--- config.mk ---
export PLATFORM = sky130hd
export DESIGN_NAME = sdram_refresh_seq
export DESIGN_NICKNAME = d
export VERILOG_FILES = /design/src/rtl/sdram_ref_pkg.sv /design/src/rtl/ref_interval_timer.sv /design/src/rtl/ref_pending_ctr.sv /design/src/rtl/ref_seq_fsm.sv /design/src/rtl/sdram_refresh_seq.sv
export SDC_FILE = /design/constraint.sdc
export NUM_CORES = 1
export LEC_CHECK = 0
export BUFFER_PORTS_ARGS = -buffer_cell sky130_fd_sc_hd__buf_2
export CAP_MARGIN = 20
export CORE_MARGIN = 1
export CORE_UTILIZATION = 65
export DETAILED_ROUTE_END_ITERATION = 8
export PLACE_DENSITY_LB_ADDON = 0.08
export RECOVER_POWER = 50
export SETUP_SLACK_MARGIN = 0.02
export SLEW_MARGIN = 20
export SYNTH_ARGS = -nofsm -noshare
export SYNTH_HDL_FRONTEND = slang
export SYNTH_SLANG_ARGS = --single-unit
--- constraint.sdc ---
create_clock -name clk_i -period 7.2 [get_ports clk_i]
set_input_delay 2.16 -clock clk_i [delete_from_list [all_inputs] [get_ports clk_i]]
set_output_delay 2.16 -clock clk_i [all_outputs]
set_load 0.1 [all_outputs]
--- src/rtl/sdram_ref_pkg.sv ---
package sdram_ref_pkg;
  // {cs_n, ras_n, cas_n, we_n}
  localparam logic [3:0] CMD_NOP = 4'b0111;
  localparam logic [3:0] CMD_REF = 4'b0001;

  typedef enum logic [2:0] {
    S_IDLE,
    S_REQ,
    S_ARF,
    S_RECOV,
    S_SR_ENT,
    S_SELF,
    S_SR_EXIT
  } seq_state_e;
endpackage

--- src/rtl/ref_interval_timer.sv ---
module ref_interval_timer #(
  parameter int unsigned INTERVAL = 1560
) (
  input  logic clk_i,
  input  logic rst_ni,
  input  logic hold_i,
  output logic tick_o
);
  localparam int unsigned W = $clog2(INTERVAL);
  localparam logic [W-1:0] LAST = W'(INTERVAL - 1);

  logic [W-1:0] cnt_q;

  assign tick_o = !hold_i && (cnt_q == LAST);

  always_ff @(posedge clk_i or negedge rst_ni) begin
    if (!rst_ni)                cnt_q <= '0;
    else if (hold_i || tick_o)  cnt_q <= '0;
    else                        cnt_q <= cnt_q + W'(1);
  end

  assert_tick_spaced_R4: assert property (@(posedge clk_i) disable iff (!rst_ni)
    tick_o |=> !tick_o);

  assert_hold_restarts_R11: assert property (@(posedge clk_i) disable iff (!rst_ni)
    hold_i |=> !tick_o);
endmodule

--- src/rtl/ref_pending_ctr.sv ---
module ref_pending_ctr #(
  parameter int unsigned PEND_MAX = 8
) (
  input  logic clk_i,
  input  logic rst_ni,
  input  logic inc_i,
  input  logic dec_i,
  input  logic clr_i,
  output logic nz_o
);
  localparam int unsigned W = $clog2(PEND_MAX + 1);
  localparam logic [W-1:0] TOP = W'(PEND_MAX);

  logic [W-1:0] cnt_q;

  assign nz_o = (cnt_q != '0);

  always_ff @(posedge clk_i or negedge rst_ni) begin
    if (!rst_ni)                              cnt_q <= '0;
    else if (clr_i)                           cnt_q <= '0;
    else if (inc_i && !dec_i && cnt_q != TOP) cnt_q <= cnt_q + W'(1);
    else if (dec_i && !inc_i && cnt_q != '0)  cnt_q <= cnt_q - W'(1);
  end

  assert_pend_saturate_R5: assert property (@(posedge clk_i) disable iff (!rst_ni)
    (inc_i && !dec_i && !clr_i && cnt_q == TOP) |=> (cnt_q == TOP));

  assert_pend_keeps_R5: assert property (@(posedge clk_i) disable iff (!rst_ni)
    (inc_i && !dec_i && !clr_i && cnt_q != TOP) |=> (cnt_q == $past(cnt_q) + W'(1)));
endmodule

--- src/rtl/ref_seq_fsm.sv ---
module ref_seq_fsm
  import sdram_ref_pkg::*;
#(
  parameter int unsigned T_RFC       = 7,
  parameter int unsigned BURST_COUNT = 4096
) (
  input  logic       clk_i,
  input  logic       rst_ni,
  input  logic       banks_idle_i,
  input  logic       grant_i,
  input  logic       sr_req_i,
  input  logic       exit_burst_i,
  input  logic       pend_nz_i,
  output logic       req_o,
  output logic [3:0] cmd_o,
  output logic       cke_o,
  output logic       dec_o,
  output logic       clr_o,
  output logic       hold_o
);
  localparam int unsigned CW = $clog2(T_RFC + 1);
  localparam int unsigned BW = $clog2(BURST_COUNT + 1);
  localparam logic [CW-1:0] RFC_LAST = CW'(T_RFC - 1);
  localparam logic [CW-1:0] RFC_GAP  = CW'(T_RFC - 2);
  localparam logic [BW-1:0] BURST_N  = BW'(BURST_COUNT);

  seq_state_e      state_q, state_d;
  logic [CW-1:0]   cnt_q, cnt_d;
  logic [BW-1:0]   left_q, left_d;
  logic            burst_q, burst_d;

  always_comb begin
    state_d = state_q;
    cnt_d   = cnt_q;
    left_d  = left_q;
    burst_d = burst_q;
    unique case (state_q)
      S_IDLE: if (sr_req_i || pend_nz_i) state_d = S_REQ;
      S_REQ: begin
        if (grant_i && banks_idle_i) begin
          if (sr_req_i)       state_d = S_SR_ENT;
          else if (pend_nz_i) state_d = S_ARF;
          else                state_d = S_IDLE;
        end else if (!sr_req_i && !pend_nz_i) begin
          state_d = S_IDLE;
        end
      end
      S_ARF: begin
        state_d = S_RECOV;
        cnt_d   = RFC_GAP;
        if (burst_q) left_d = left_q - BW'(1);
      end
      S_RECOV: begin
        if (cnt_q == '0) begin
          if (burst_q && left_q != '0) begin
            state_d = S_ARF;
          end else begin
            state_d = S_IDLE;
            burst_d = 1'b0;
          end
        end else begin
          cnt_d = cnt_q - CW'(1);
        end
      end
      S_SR_ENT: state_d = S_SELF;
      S_SELF: begin
        if (!sr_req_i) begin
          state_d = S_SR_EXIT;
          cnt_d   = RFC_LAST;
        end
      end
      S_SR_EXIT: begin
        if (cnt_q == '0) begin
          if (exit_burst_i) begin
            state_d = S_ARF;
            burst_d = 1'b1;
            left_d  = BURST_N;
          end else begin
            state_d = S_IDLE;
          end
        end else begin
          cnt_d = cnt_q - CW'(1);
        end
      end
      default: state_d = S_IDLE;
    endcase
  end

  always_ff @(posedge clk_i or negedge rst_ni) begin
    if (!rst_ni) begin
      state_q <= S_IDLE;
      cnt_q   <= '0;
      left_q  <= '0;
      burst_q <= 1'b0;
    end else begin
      state_q <= state_d;
      cnt_q   <= cnt_d;
      left_q  <= left_d;
      burst_q <= burst_d;
    end
  end

  assign req_o  = (state_q != S_IDLE);
  assign cmd_o  = (state_q == S_ARF || state_q == S_SR_ENT) ? CMD_REF : CMD_NOP;
  assign cke_o  = !(state_q == S_SR_ENT || state_q == S_SELF);
  assign dec_o  = (state_q == S_ARF) && !burst_q;
  assign clr_o  = (state_q == S_SR_ENT);
  assign hold_o = burst_q || state_q == S_SR_ENT || state_q == S_SELF
                  || state_q == S_SR_EXIT;

  assert_ref_cke_R2: assert property (@(posedge clk_i) disable iff (!rst_ni)
    (cmd_o == CMD_REF && cke_o) |-> $past(cke_o));

  assert_ref_granted_R2: assert property (@(posedge clk_i) disable iff (!rst_ni)
    (cmd_o == CMD_REF && cke_o && !burst_q) |-> $past(grant_i && banks_idle_i && req_o));

  assert_nop_after_ref_R3: assert property (@(posedge clk_i) disable iff (!rst_ni)
    (cmd_o == CMD_REF && cke_o) |=> (cmd_o == CMD_NOP));

  assert_sr_entry_R6: assert property (@(posedge clk_i) disable iff (!rst_ni)
    $fell(cke_o) |-> (cmd_o == CMD_REF));

  assert_self_quiet_R7: assert property (@(posedge clk_i) disable iff (!rst_ni)
    (!cke_o && $past(!cke_o)) |-> (cmd_o == CMD_NOP && req_o));

  assert_exit_nop_R8: assert property (@(posedge clk_i) disable iff (!rst_ni)
    $rose(cke_o) |-> (cmd_o == CMD_NOP));
endmodule

--- src/rtl/sdram_refresh_seq.sv ---
module sdram_refresh_seq #(
  parameter int unsigned REF_INTERVAL = 1560,
  parameter int unsigned T_RFC        = 7,
  parameter int unsigned BURST_COUNT  = 4096,
  parameter int unsigned PEND_MAX     = 8
) (
  input  logic clk_i,
  input  logic rst_ni,
  input  logic banks_idle_i,
  input  logic grant_i,
  input  logic sr_req_i,
  input  logic exit_burst_i,
  output logic req_o,
  output logic cs_n_o,
  output logic ras_n_o,
  output logic cas_n_o,
  output logic we_n_o,
  output logic cke_o
);
  logic       tick, hold, pend_nz, dec, clr;
  logic [3:0] cmd;

  ref_interval_timer #(.INTERVAL(REF_INTERVAL)) i_timer (
    .clk_i  (clk_i),
    .rst_ni (rst_ni),
    .hold_i (hold),
    .tick_o (tick)
  );

  ref_pending_ctr #(.PEND_MAX(PEND_MAX)) i_pend (
    .clk_i  (clk_i),
    .rst_ni (rst_ni),
    .inc_i  (tick),
    .dec_i  (dec),
    .clr_i  (clr),
    .nz_o   (pend_nz)
  );

  ref_seq_fsm #(.T_RFC(T_RFC), .BURST_COUNT(BURST_COUNT)) i_fsm (
    .clk_i        (clk_i),
    .rst_ni       (rst_ni),
    .banks_idle_i (banks_idle_i),
    .grant_i      (grant_i),
    .sr_req_i     (sr_req_i),
    .exit_burst_i (exit_burst_i),
    .pend_nz_i    (pend_nz),
    .req_o        (req_o),
    .cmd_o        (cmd),
    .cke_o        (cke_o),
    .dec_o        (dec),
    .clr_o        (clr),
    .hold_o       (hold)
  );

  assign {cs_n_o, ras_n_o, cas_n_o, we_n_o} = cmd;
endmodule

* After elaboration in Yosys (flattened, before gate mapping)
Cells that the tools add are included.
W data, S select, Z words.
** Word-level totals
- Register bits after elaboration :: 35
- Input bits :: 6
** Cells by class
- $add $sub $neg :: 5
- Equal/unequal tests :: 17
- Multiplexer cells :: 27
- Reduce and logical (&&, ||, !) cells :: 37
** Operators by type and width (count)
- $mux W13 :: 3
- $mux W3 :: 9
- $pmux W13 S2 :: 1
- $pmux W3 S7 :: 1
- $reduce_bool A13 Y1 :: 1
- $sub A13 B1 Y13 const B :: 1
- $mux W4 :: 3
- $add A11 B1 Y11 const B :: 1
- $eq A11 B11 Y1 const B :: 1
- $mux W11 :: 1
- $reduce_and A5 Y1 :: 2
- $eq A3 B3 Y1 const B :: 3
- $logic_and A1 B1 Y1 :: 9
- $pmux W3 S3 :: 1
- $reduce_bool A3 Y1 :: 3
- $ne A2 B1 Y1 const B :: 4
- $ne A2 B2 Y1 const B :: 4
- $logic_not A1 Y1 :: 7
- $logic_or A1 B1 Y1 :: 7
- $eq A3 B2 Y1 const B :: 2
- $logic_not A3 Y1 :: 2
- $mux W2 :: 3
- $add A4 B1 Y4 const B :: 1
- $mux W1 :: 4
- other kinds (11) :: 12

* Longest topological paths before layout
- Depth in word-level cells :: 12
- Gate-level depth with buffers :: 11

* By module
From an unflattened synthesis, not the netlist that was laid out.
** Unflattened totals
- Cells, all modules :: 239
- Area total of the unflattened synthesis :: 2243.4 um^2
** By module, submodules not included
- ref_seq_fsm :: times used 1, cells each 149, area each 1328.8 um^2, seq. area each 500.5 um^2
- ref_interval_timer :: times used 1, cells each 53, area each 548.0 um^2, seq. area each 275.3 um^2
- ref_pending_ctr :: times used 1, cells each 37, area each 366.6 um^2, seq. area each 100.1 um^2

* Worst setup path before layout
No wires, ideal clock.
- Path type :: reg-to-output
- From :: register i_fsm.state_q[2]
- To :: output ras_n_o
- Arrival time :: 3.521 ns
- Setup slack :: 1.519 ns
- Cell stages (with the launch flop) :: 5
- Path through :: dfrtp_1 > clkbuf_1 > nor2b_1 > o21ai_0 > buf_4
** Between the ends
- Word-level cells in the longest chain between the ends :: 3
- Elaborated cells between the ends (all ways) :: 4
- Those cells by class :: eq/ne (2); mux (1); reduce/logical (1)
** RTL lines
- start, declared :: line ref_seq_fsm.sv:27 : seq_state_e state_q, state_d;
- start signal, assigned :: line ref_seq_fsm.sv:96 : state_q <= state_d;
- $eq A3 B2 Y1 / $eq A3 B3 Y1 (equally long branches) :: line ref_seq_fsm.sv:104 : assign cmd_o = (state_q == S_ARF || state_q == S_SR_ENT) ? CMD_REF : CMD_NOP;
- $logic_or A1 B1 Y1 (*) :: line ref_seq_fsm.sv:104
- $mux W3 (*) :: line ref_seq_fsm.sv:104
- end, declared :: line sdram_refresh_seq.sv:15 : output logic ras_n_o,
Mark *: on every way between the ends. The rest lies on a longest branch, timed or not.

* Worst setup path in the final report
Ends and elaborated chain as after synthesis.

==> impl_metrics.py <==
metrics = {
    "sta": {
        "slew-limit-headroom_pct": -19.9,
        "finalCritPeriodShare_pct": 56.1,
        "finalSetupTns_ps": 0,
        "fmaxAchievable_ghz": 0.247,
        "rsz0062_at_grt": "no",
        "clock_skew_ps": 17.7,
        "maxSlewViolCount": 36,
        "hold_viol": 0,
        "finalCriticalPeriod_ps": 4040,
        "worst_pin_slew_ps": 1800,
        "hold_ws_ps": 505,
        "setup_viol": 0,
    },
    "grt": {
        "grt_max_degree": 36,
        "grt_pass1_vias": 1613,
        "track_usage_pct": 27.0,
        "grt_antenna_before_repair": 0,
        "grt_overflow": 0,
        "grt_pass1_wl_um": 7050,
    },
    "layout": {
        "area_growth_pct": 4.44,
        "seqCellArea_um2": 876,
        "multiInputGateArea_um2": 1120,
        "insertedDiodeCount": 0,
        "post_route_cells_drive_above_1_share_pct": 7.50,
        "layout.nets": 252,
        "nFillCells": 253,
        "layout_commonest_cell": "dfrtp_1",
        "final_cell_mix": "dfrtp_1, nor2_1, nand2_1, inv_1, o21ai_0",
    },
    "logic_synthesis": {
        "async_reset_ff_share_pct": 100,
        "syn_nets": 244,
        "ys_types": 47,
        "ys_seq_area_share_pct": 41.4,
        "ys.flop_type": "dfrtp_1",
        "postSynthCellCount": 231,
        "synth_edf_count": 0,
        "yosysWarningCount": 0,
        "syn_area_um2": 2110,
        "synth.avg_cell_area_um2": 9.15,
        "ys_ff_latch": 35,
    },
    "run": {
        "maxCapViolCount": 1,
    },
    "floorplanning": {
        "rows": 20,
        "dieArea_um2": 3480,
        "fp.dieW_um": 59.0,
        "die_h_um": 59.0,
        "core_um2": 3080,
        "ios": 12,
        "initial_core_util_pct": 68.7,
    },
    "clocking": {
        "worstSkewPairLatency_ps": 350,
        "postCtsSetupRepairBufs": 0,
        "path_clk_slew_ps": 120,
        "clock_sinks": 35,
        "holdBufCountCts": 0,
        "cts-root-buf": "clkbuf_4",
        "cts_tree": "done",
        "cts_max_level": 2,
        "cts_buffers": 5,
        "cts.path.max_buffers": 2,
        "cts_resized": 0,
    },
    "run_status": {
        "violations": "max-capacitance violations, max-slew violations",
        "outcome": "finished, violations left",
    },
    "routing": {
        "wirelength_um": 4090,
        "dr.pass1.iters": 4,
        "final_antenna_net_count": 0,
        "vias": 1667,
        "drc": 0,
        "via_per_inst": 5.87,
        "wire_per_inst_um": 14.4,
        "initialDrtViolationCount": 94,
    },
    "setup_path": {
        "worstPathArrival_ps": 1880,
        "crit_fanout": 13,
        "cp.required_ps": 5040,
        "startpoint_type": "flip-flop",
        "critPathKind": "reg -> out",
        "cp-end-kind": "output port",
    },
    "power": {
        "ir_worst_vdd_v": 0.000141,
        "power.leakage_uw": 0.000904,
        "power.density_nw_per_um2": 330,
    },
    "worst_hold_path": {
        "hp-class": "reg -> reg",
    },
    "place": {
        "gp_congestion": 0.879,
        "port_buffers": 9,
        "dp_hpwl_um": 2940,
    },
}
-- report_power, final --
part           internal [uW]  switching (uW)  leakage, uW  total, uW
logic                    102             211     0.000433        314
registers                245            61.6     0.000443        307
clock network           37.7            71.0    0.0000282        109
-- per-stage QoR --
stage / worst slack [ps] / instance area [um2] / utilization (%) / power (uW) / instances
floorplan: 1520 / 2110 / - / 566 / 231
global placement: 3660 / 2180 / 70.7 / 605 / 276
detailed placement: 3570 / 2180 / 70.7 / 622 / 276
CTS: 3150 / 2230 / 72.4 / 732 / 284
global route: 3010 / 2210 / 71.7 / 780 / 284
finish: 3160 / 2210 / 71.7 / 729 / 284
-- layout make-up --
type	instances	area share, %
inverters	14	2.38
flip-flops and latches	35	39.7
clock inverters	2	0.567
well taps	44	2.49
multi-input cells	173	51.0
clock buffers	6	1.87
repair buffers	10	2.04
-- final timing paths --
check,slack (ps),depth (start not counted),start,endpoint
max in group asynchronous,3880,1,rst_ni,i_fsm.state_q[1]
worst max register to register,3570,10,i_fsm.state_q[0],i_pend.cnt_q[3]
worst min register to register,510,1,i_timer.cnt_q[0],i_timer.cnt_q[0]
min in group asynchronous,2270,1,rst_ni,i_fsm.cnt_q[2]
worst max-delay path,3160,3,i_fsm.state_q[2],ras_n_o
worst min-delay path,510,1,i_timer.cnt_q[0],i_timer.cnt_q[0]
-- per-layer routing --
metal	vias up	share of wire, %	global-route usage, %	routed length, um
li1	816	-	-	-
met1	808	45	34.3	1850
met2	35	49	45.5	2000
met3	8	4.2	6.11	171
met4	0	1.7	9.18	70
met5	-	0	0	0
-- synth_stat cells (6+ instances only) --
library cell / n / area share [%]
a21oi_1: 7 / 1.7
clkbuf_1: 6 / 1.1
dfrtp_1: 35 / 41
ha_1: 6 / 3.6
inv_1: 14 / 2.5
nand2_1: 17 / 3.0
nand3_1: 10 / 2.4
nor2_1: 31 / 5.5
o21ai_0: 12 / 2.8
xnor2_1: 10 / 4.1
xor2_1: 10 / 4.1
-- flip-flops by register name (all words and copies together) (netlist names) --
| signal | cells |
|---|---|
| i_fsm.left_q | 13 |
| i_pend.cnt_q | 4 |
| i_fsm.burst_q | 1 |
| i_timer.cnt_q | 11 |
| i_fsm.cnt_q | 3 |
| i_fsm.state_q | 3 |
-- worst max-delay path, cell delays in order (launching register included) --
cell,delay (ps)
dfrtp_1,530
nor2b_1,240
o21ai_0,270
buf_2,480
-- cells by family (layout without fill, tap and decap cells) --
family | after synthesis | in the layout | synth area share, %
XOR/XNOR | 21 | 21 | 9.06
buffers and inverters | 23 | 32 | 4.62
AO/OA/AOI/OAI | 41 | 41 | 13.0
other | 2 | 2 | 0.355
adder cells (fa/ha/maj) | 8 | 8 | 4.97
AND/OR/NAND/NOR | 98 | 98 | 25.1
flip-flops | 35 | 35 | 41.4
multiplexers | 3 | 3 | 1.48
No activity file was read; power rests on OpenSTA's default activity.
